## src/rtl/sdram_boot_pkg.sv

```systemverilog
package sdram_boot_pkg;

  typedef enum logic [1:0] {
    CMD_NOP = 2'd0,
    CMD_PRE = 2'd1,
    CMD_MRS = 2'd2,
    CMD_REF = 2'd3
  } boot_cmd_e;

  typedef enum logic [2:0] {
    PH_PAUSE = 3'd0,
    PH_PRE   = 3'd1,
    PH_MRS   = 3'd2,
    PH_REF   = 3'd3,
    PH_DONE  = 3'd4
  } boot_phase_e;

  // Minimum cycle count: time over period, rounded up, at least one.
  function automatic int unsigned cyc_of(input int unsigned t_ps, input int unsigned clk_ps);
    int unsigned c;
    c = (t_ps + clk_ps - 1) / clk_ps;
    return (c == 0) ? 1 : c;
  endfunction

  function automatic int unsigned max2(input int unsigned a, input int unsigned b);
    return (a > b) ? a : b;
  endfunction

endpackage

```

## src/rtl/sdram_boot_timer.sv

```systemverilog
module sdram_boot_timer #(
  parameter int unsigned CNT_W   = 16,
  parameter int unsigned RST_LEN = 4
) (
  input  logic             clk,
  input  logic             rst_n,
  input  logic             load,
  input  logic [CNT_W-1:0] load_len,
  output logic             expired
);

  localparam logic [CNT_W-1:0] RST_CNT = CNT_W'(RST_LEN - 1);

  logic [CNT_W-1:0] cnt_q;

  always_ff @(posedge clk) begin
    if (!rst_n) begin
      cnt_q <= RST_CNT;
    end else if (load) begin
      cnt_q <= load_len - CNT_W'(1);
    end else if (cnt_q != '0) begin
      cnt_q <= cnt_q - CNT_W'(1);
    end
  end

  assign expired = (cnt_q == '0);

endmodule

```

## src/rtl/sdram_boot_pins.sv

```systemverilog
module sdram_boot_pins
  import sdram_boot_pkg::*;
#(
  parameter int unsigned       ADDR_W  = 12,
  parameter int unsigned       AP_BIT  = 10,
  parameter logic [ADDR_W-1:0] MODE_OP = '0
) (
  input  logic              clk,
  input  logic              rst_n,
  input  boot_cmd_e         cmd,
  output logic              cs_n,
  output logic              ras_n,
  output logic              cas_n,
  output logic              we_n,
  output logic [ADDR_W-1:0] addr
);

  localparam logic [ADDR_W-1:0] AP_MASK = ADDR_W'(1) << AP_BIT;

  logic [3:0]        pins_d;
  logic [ADDR_W-1:0] addr_d;

  always_comb begin
    unique case (cmd)
      CMD_PRE: begin pins_d = 4'b0010; addr_d = AP_MASK; end
      CMD_MRS: begin pins_d = 4'b0000; addr_d = MODE_OP; end
      CMD_REF: begin pins_d = 4'b0001; addr_d = '0;      end
      default: begin pins_d = 4'b0111; addr_d = '0;      end
    endcase
  end

  always_ff @(posedge clk) begin
    if (!rst_n) begin
      {cs_n, ras_n, cas_n, we_n} <= 4'b0111;
      addr                       <= '0;
    end else begin
      {cs_n, ras_n, cas_n, we_n} <= pins_d;
      addr                       <= addr_d;
    end
  end

endmodule

```

## src/rtl/sdram_boot_seq.sv

```systemverilog
module sdram_boot_seq
  import sdram_boot_pkg::*;
#(
  parameter int unsigned       CLK_PS      = 10000,
  parameter int unsigned       T_PAUSE_PS  = 200000000,
  parameter int unsigned       T_RP_PS     = 20000,
  parameter int unsigned       T_RC_PS     = 70000,
  parameter int unsigned       T_MRD_PS    = 20000,
  parameter int unsigned       NUM_REF     = 8,
  parameter bit                MODE_FIRST  = 1'b1,
  parameter int unsigned       ADDR_W      = 12,
  parameter int unsigned       AP_BIT      = 10,
  parameter logic [ADDR_W-1:0] MODE_OP     = 12'h022
) (
  input  logic              clk,
  input  logic              rst_n,
  output logic              mem_cs_n,
  output logic              mem_ras_n,
  output logic              mem_cas_n,
  output logic              mem_we_n,
  output logic              mem_cke,
  output logic              mem_dqm,
  output logic [ADDR_W-1:0] mem_addr,
  output logic              init_done
);

  localparam int unsigned PAUSE_C = cyc_of(T_PAUSE_PS, CLK_PS);
  localparam int unsigned RP_C    = cyc_of(T_RP_PS, CLK_PS);
  localparam int unsigned RC_C    = cyc_of(T_RC_PS, CLK_PS);
  localparam int unsigned MRD_C   = cyc_of(T_MRD_PS, CLK_PS);
  localparam int unsigned REF_N   = (NUM_REF < 8) ? 8 : NUM_REF;
  localparam int unsigned MAX_C   = max2(max2(PAUSE_C, RP_C), max2(RC_C, MRD_C));
  localparam int unsigned CNT_W   = $clog2(MAX_C + 1);
  localparam int unsigned REF_W   = $clog2(REF_N + 1);

  boot_phase_e      phase_q, phase_d;
  logic [REF_W-1:0] ref_left_q, ref_left_d;
  logic             done_q, done_d;
  boot_cmd_e        cmd;
  logic             t_load;
  logic [CNT_W-1:0] t_len;
  logic             t_expired;

  // Step order chosen at elaboration.
  boot_cmd_e after_pre;
  logic      mrs_is_last;
  generate
    if (MODE_FIRST) begin : g_mode_first
      assign after_pre   = CMD_MRS;
      assign mrs_is_last = 1'b0;
    end else begin : g_ref_first
      assign after_pre   = CMD_REF;
      assign mrs_is_last = 1'b1;
    end
  endgenerate

  sdram_boot_timer #(
    .CNT_W  (CNT_W),
    .RST_LEN(PAUSE_C)
  ) u_timer (
    .clk     (clk),
    .rst_n   (rst_n),
    .load    (t_load),
    .load_len(t_len),
    .expired (t_expired)
  );

  always_comb begin
    cmd        = CMD_NOP;
    phase_d    = phase_q;
    ref_left_d = ref_left_q;
    done_d     = done_q;

    if (t_expired && !done_q) begin
      unique case (phase_q)
        PH_PAUSE: cmd = CMD_PRE;
        PH_PRE:   cmd = after_pre;
        PH_MRS: begin
          if (mrs_is_last) done_d = 1'b1;
          else             cmd    = CMD_REF;
        end
        PH_REF: begin
          if (ref_left_q != '0) cmd    = CMD_REF;
          else if (mrs_is_last) cmd    = CMD_MRS;
          else                  done_d = 1'b1;
        end
        default: ;
      endcase
    end

    unique case (cmd)
      CMD_PRE: phase_d = PH_PRE;
      CMD_MRS: phase_d = PH_MRS;
      CMD_REF: begin
        phase_d    = PH_REF;
        ref_left_d = ref_left_q - REF_W'(1);
      end
      default: if (done_d) phase_d = PH_DONE;
    endcase
  end

  always_comb begin
    t_load = (cmd != CMD_NOP);
    unique case (cmd)
      CMD_PRE: t_len = CNT_W'(RP_C);
      CMD_MRS: t_len = CNT_W'(MRD_C);
      CMD_REF: t_len = CNT_W'(RC_C);
      default: t_len = CNT_W'(1);
    endcase
  end

  always_ff @(posedge clk) begin
    if (!rst_n) begin
      phase_q    <= PH_PAUSE;
      ref_left_q <= REF_W'(REF_N);
      done_q     <= 1'b0;
    end else begin
      phase_q    <= phase_d;
      ref_left_q <= ref_left_d;
      done_q     <= done_d;
    end
  end

  sdram_boot_pins #(
    .ADDR_W (ADDR_W),
    .AP_BIT (AP_BIT),
    .MODE_OP(MODE_OP)
  ) u_pins (
    .clk  (clk),
    .rst_n(rst_n),
    .cmd  (cmd),
    .cs_n (mem_cs_n),
    .ras_n(mem_ras_n),
    .cas_n(mem_cas_n),
    .we_n (mem_we_n),
    .addr (mem_addr)
  );

  assign mem_cke   = 1'b1;
  assign mem_dqm   = 1'b1;
  assign init_done = done_q;

endmodule

```

## config.mk

```make
export PLATFORM = sky130hd
export DESIGN_NAME = sdram_boot_seq
export DESIGN_NICKNAME = d
export VERILOG_FILES = /design/src/rtl/sdram_boot_pkg.sv /design/src/rtl/sdram_boot_timer.sv /design/src/rtl/sdram_boot_pins.sv /design/src/rtl/sdram_boot_seq.sv
export SDC_FILE = /design/constraint.sdc
export NUM_CORES = 1
export LEC_CHECK = 0
export ABC_CLOCK_PERIOD_IN_PS = 3500
export BUFFER_PORTS_ARGS = -buffer_cell sky130_fd_sc_hd__buf_2
export CAP_MARGIN = 20
export CORE_MARGIN = 4
export CORE_UTILIZATION = 42
export DETAILED_ROUTE_END_ITERATION = 8
export PLACE_DENSITY = 0.68
export SLEW_MARGIN = 20
export SYNTH_ARGS = -nofsm -noshare
export SYNTH_HDL_FRONTEND = slang
export SYNTH_HIERARCHICAL = 1
export SYNTH_SLANG_ARGS = --single-unit
export TNS_END_PERCENT = 30
```

## constraint.sdc

```tcl
create_clock -name clk -period 3.5 [get_ports clk]
set_input_delay 0 -clock clk [delete_from_list [all_inputs] [get_ports clk]]
set_output_delay 0 -clock clk [all_outputs]
set_load 0.1 [all_outputs]
```

* Word level (Yosys, flattened, before mapping)
Cells that the tools add are included.
Word-level totals: register bits 39, bits of input ports 2, output and inout bits 19, logic and storage cells 41
Cells by class: add/sub/neg operators 3, equal/unequal tests 6, muxes and demuxes 13, reductions and logical operators 10
Operator list (number):
- $mux W15 | 2
- $pmux W11 S2 | 1
- $pmux W3 S3 | 2
- $logic_not A15 Y1 | 1
- $reduce_bool A15 Y1 | 1
- $sub A15 B1 Y15 const B | 1
- $pmux W2 S4 | 1
- $reduce_bool A4 Y1 | 2
- $eq A3 B2 Y1 const B | 2
- $pmux W3 S2 | 1
- $eq A2 B2 Y1 const B | 2
- $mux W2 | 2
- $reduce_bool A2 Y1 | 2
- $sub A3 B1 Y4 const B | 1
- $sub A4 B1 Y4 const B | 1
- $eq A3 B1 Y1 const B | 1
- $logic_not A3 Y1 | 1
- $mux W1 | 3
- $mux W3 | 1
- $eq A2 B1 Y1 const B | 1
- $reduce_or A2 Y1 | 1
- $logic_and A1 B1 Y1 | 1
- $logic_not A1 Y1 | 1

* Logic depth before layout (Yosys ltp)
word-level depth 9, depth in mapped cells 16, depth with buffers taken out 14

* Cells and area by module
Netlist, hierarchy kept.
By module, submodules not included:
- sdram_boot_timer | instances 1, cells each 109, area each 960.9 um^2, sequential area each 300.3 um^2
- sdram_boot_seq | instances 1, cells each 54, area each 520.5 um^2, sequential area each 160.2 um^2
- sdram_boot_pins | instances 1, cells each 27, area each 266.5 um^2, sequential area each 100.1 um^2

* Worst setup path before layout
OpenSTA, ideal clock, no wires.
path type register to register, start point register u_timer.cnt_q[0], end point register u_timer.cnt_q[14], setup time 0.131 ns, data arrival time 3.342 ns, slack 0.026 ns, stages on the path, launching flop included 17, buffers on the path 3, clock period less this slack 3.474 ns, path through dfxtp_1 nor3_1 nand4_1 nor4_1 nor3b_2 nand3_1 ha_1 inv_1 buf_6 buf_2 buf_2 mux2i_1 ha_1 o21a_1 o2111ai_1 xnor2_1 o21ai_1
On the way: longest elaborated chain between the ends 8
RTL lines:
- from (decl) | RTL line sdram_boot_timer.sv:14 | logic [CNT_W-1:0] cnt_q;
- from (signal assigned) | RTL line sdram_boot_timer.sv:20 | cnt_q <= load_len - CNT_W'(1);
- from (signal assigned) | RTL line sdram_boot_timer.sv:22 | cnt_q <= cnt_q - CNT_W'(1);
- $logic_not A15 Y1 * | RTL line sdram_boot_timer.sv:26 | assign expired = (cnt_q == '0);
- net t_expired | RTL line sdram_boot_seq.sv:42 | logic t_expired;
- $logic_and A1 B1 Y1 * | RTL line sdram_boot_seq.sv:74 | if (t_expired && !done_q) begin
- $mux W2 * | RTL line sdram_boot_seq.sv:74
- $eq A2 B1 Y1 or $eq A2 B2 Y1 (tied branches) | RTL line sdram_boot_seq.sv:104 | unique case (cmd)
- $reduce_or A2 Y1 (no source line)
- $pmux W3 S2 * | RTL line sdram_boot_seq.sv:104
- net t_len[1] | RTL line sdram_boot_seq.sv:41 | logic [CNT_W-1:0] t_len;
- $sub A3 B1 Y4 * | RTL line sdram_boot_timer.sv:20
- $mux W15 * | RTL line sdram_boot_timer.sv:19 | end else if (load) begin
The timed path passes the listed nets; every way through them passes the cells marked *. The select of a mux whose other input is x is not followed. A chain may end at the register's enable or synchronous reset.

* Final worst setup path
start point register u_timer.cnt_q[3], end point register u_timer.cnt_q[9]
The elaborated chain is that of the path after synthesis.

==> impl_summary.log <==
INFO  metric outcome = completed
INFO  metric route.detailed.drc = 0
INFO  metric syn-cell-area = between 1500 and 2000 µm²
INFO  metric element_type_at_the_critical_path_end = flop
INFO  metric met2RoutedLength = approximately 1600 µm
INFO  metric avgViaCountPerCell = approximately 4.7
INFO  metric cts_sinks = 28
INFO  metric max-clock-path-buffers = 2
INFO  metric clock_tree.root_cell = clkbuf_8
INFO  metric pin_count = 21
INFO  metric synthArstFlopShare = 0
INFO  metric max_cap_violations = 0
INFO  metric vias = roughly 1300
INFO  metric p_leak = approximately 0.85 nW
INFO  metric postSynthCellCount = 190
INFO  metric worst_setup_path_startpoint = u_timer/cnt_q[3]$_SDFFE_PN1P_
INFO  metric timing.slew.headroom = 0.583
INFO  metric route.antenna.remaining_nets = 0
INFO  metric ctsHoldBuffers = 0
INFO  metric numCtsBuffers = 3
INFO  metric worst_ep_arrival_time = between 3000 and 4000 ps
INFO  metric drt_pass1_iterations = 4
INFO  metric fp.coreArea = 4000 µm²
INFO  metric clock_insertion_delay_worst_skew = 270 ps
INFO  metric worst_ir_drop_vdd = roughly 220 µV
INFO  metric io_port_bufs = 8
INFO  metric period_minus_slack = 3380 ps
INFO  metric first_pass_grt_wire_length = around 5700 µm
INFO  metric fp-row-count = 23
INFO  metric start_util = 0.437
INFO  metric clock.fmax = roughly 300 MHz
INFO  metric detailroute.wirelength.met3 = around 130 µm
INFO  metric fraction_of_layout_cells_with_a_size_suffix_above_1 = 0.202
INFO  metric mostFrequentLayoutCell = conb_1
INFO  metric grt.total_usage = 0.135
INFO  metric postSynth.topFlopCell = dfxtp_1
INFO  metric finalPower = between 0.5 and 0.6 mW
INFO  metric detail_route.wirelength.met1 = between 1500 and 2000 µm
INFO  metric worst_hold_startpoint = rst_n
INFO  metric synth_seq_area_share = 0.321
INFO  metric fp.dieArea = ~5300 µm²
INFO  metric crit_path_max_fanout = 4
INFO  metric register_area = ~560 µm²
INFO  metric drtIter0Drc = 49
INFO  metric worst_r2r_path_depth = 13
INFO  metric post_syn_area_per_cell = just over 9 µm²
INFO  metric die_span_in_y = about 73 µm
INFO  metric timing.rr.start = u_timer/cnt_q[3]$_SDFFE_PN1P_
INFO  metric clk_pin_slew = ~90 ps
INFO  metric holdCritPathClass = input pin to flop
INFO  metric hold_end = ref_left_q[3]$_SDFFE_PN1P_
INFO  metric cells_on_worst_hold_path = 2
INFO  metric critical_path.reg2reg.endpoint = u_timer/cnt_q[9]$_SDFFE_PN1P_
INFO  metric finalHoldViolCount = 0
INFO  metric yosys_register_bits = 28
INFO  metric cts_tree = built
INFO  metric final_min_period_over_clock_period = 0.965
INFO  metric worst_slew_pin_slew = just over 600 ps
INFO  metric num-fill-cells = about 370
INFO  metric place.detailed.hpwl = between 2000 and 2500 µm
INFO  metric route.detailed.wl_per_inst = approximately 12 µm
INFO  metric cp_data_required_time = 3650 ps
INFO  metric reg2reg_setup_slack = approximately 120 ps
INFO  metric power-per-cell-area = approximately 290 nW/µm²
INFO  metric flow.area_growth_from_synthesis = 19.3%
INFO  metric final_cell_mix = 40 x conb_1, 27 x dfxtp_1, 12 x nor2_1, 12 x mux2i_1
INFO  metric area_of_the_multi_input_gates = approximately 1200 µm²
INFO  metric finalClockSkew = approximately 1.6 ps
INFO  metric yosys_warnings = 6
INFO  metric routability_congestion_estimate_from_global_placement = between 0.8 and 0.9
INFO  metric globalRoute.totalOverflow = 0
INFO  metric drt_wl_total = between 3000 and 4000 µm
INFO  metric die_width = between 70 and 80 µm
INFO  metric final_nets = between 200 and 250
INFO  metric insertedDiodeCount = 0
INFO  metric dr.max_layer_used = met4
INFO  metric finalSetupViolCount = 0
INFO  metric timing_max_transition_violations_final = 0
INFO  metric number_of_distinct_library_cell_variants_in_the_gate_level_netlist_after_synthesis = between 50 and 60
INFO  metric synth-edff-count = 0
INFO  metric holdWs = 81.5 ps
INFO  metric vias_in_the_first_global_route = about 1300
INFO  metric maximum_number_of_pins_on_one_net_before_global_route_repair = 25
INFO  metric antenna_found_initial = 0
INFO  metric timing.setup.critical_path_class = flop to flop
INFO  metric timing.critical_path.from_type = flop
INFO  metric cts_h_tree_depth = 1
-- cells in the mapped netlist, types with 5 or more instances --
master / n / area [µm²]
nand2_1: 11 / 41.3
mux2i_1: 12 / 120
ha_1: 9 / 113
o21ai_0: 8 / 40.0
nor2_1: 12 / 45.0
xor2_1: 6 / 52.6
xnor2_1: 11 / 96.3
nor3_1: 6 / 30.0
dfxtp_1: 28 / 561
buf_4: 13 / 97.6
inv_1: 8 / 30.0
o21ai_1: 5 / 25.0
-- logic make-up (layout without fill, tap and decap cells) --
family | after synthesis | after routing | synth area share
AOI/OAI and AO/OA | 28 | 28 | 0.107
DFF | 28 | 28 | 0.321
and+or+nand+nor | 65 | 65 | 0.241
buffers and inverters | 26 | 32 | 0.0938
xor gates and xnor gates | 17 | 17 | 0.0852
muxes | 14 | 14 | 0.0816
adders and majority gates | 9 | 9 | 0.0644
other | 3 | 40 | 0.00644
-- report_power, final --
| group | switching (mW) | internal, mW | leakage (nW) | total, mW |
|---|---|---|---|---|
| Combinational | 0.0683 | 0.00622 | 0.599 | 0.0746 |
| Clock | 0.0993 | 0.101 | 0.0288 | 0.200 |
| Sequential | 0.00306 | 0.321 | 0.226 | 0.324 |
-- flip-flops by register name (all words and copies together), names as in the netlist --
signal	count
u_pins/ras_n	1
u_timer/cnt_q	15
phase_q	3
u_pins/cas_n	1
u_pins/addr	2
init_done	1
u_pins/we_n	1
ref_left_q	4
-- cell type report --
type,count,area share
clock buffers,4,0.0264
inverters,8,0.0162
multi-input cells,173,0.592
flip-flops and latches,28,0.271
well taps,50,0.0300
repair buffers,20,0.0642
-- metal layers --
metal | vias to the layer above | track usage
li1 | 699 | -
met1 | 607 | 0.189
met2 | 29 | 0.209
met3 | 4 | 0.0194
met4 | 0 | 0.0553
met5 | - | 0
-- how the worst max path moves through the flow --
stage | depth (start not counted) | slack, ps | endpoint
floorplan | 16 | 30 | u_timer/cnt_q[14]$_SDFFE_PN1P_
global placement | 14 | 70 | u_timer/cnt_q[10]$_SDFFE_PN1P_
detailed placement | 14 | -70 | u_timer/cnt_q[14]$_SDFFE_PN1P_
CTS | 13 | 50 | u_timer/cnt_q[11]$_SDFFE_PN1P_
global route | 13 | -70 | u_timer/cnt_q[9]$_SDFFE_PN1P_
finish | 13 | 120 | u_timer/cnt_q[9]$_SDFFE_PN1P_
-- metrics by stage --
stage                     cells  instance area [µm²]  setup slack [ps]  utilization  TNS, ps
after floorplan             227                 1890              26.4            -        0
after global placement      274                 1910              65.5        0.477        0
after detailed placement    274                 1910             -67.9        0.477     -183
after CTS                   278                 1980              47.3        0.494        0
after global routing        283                 2080             -73.6        0.521     -129
final                       283                 2080               122        0.521        0
-- critical path, cell delays in order (launching register included) --
cell and delay (ps):
dfxtp_4 360, nor4_4 270, nand4_1 190, nor4_2 330, nor3b_4 310, nand3_2 140, ha_4 300, inv_1 60
or4b_4 490, a222oi_1 320, buf_4 190, nand2_2 50, xnor2_1 160, o21ai_1 70
-- what timing repair did --
action                     in CTS  in global routing
setup endpoints to repair       7                 10
buffers inserted                0                  5
gates resized for setup         3                 14
pin swaps                       0                  7
(Power assumes the default switching activity.)
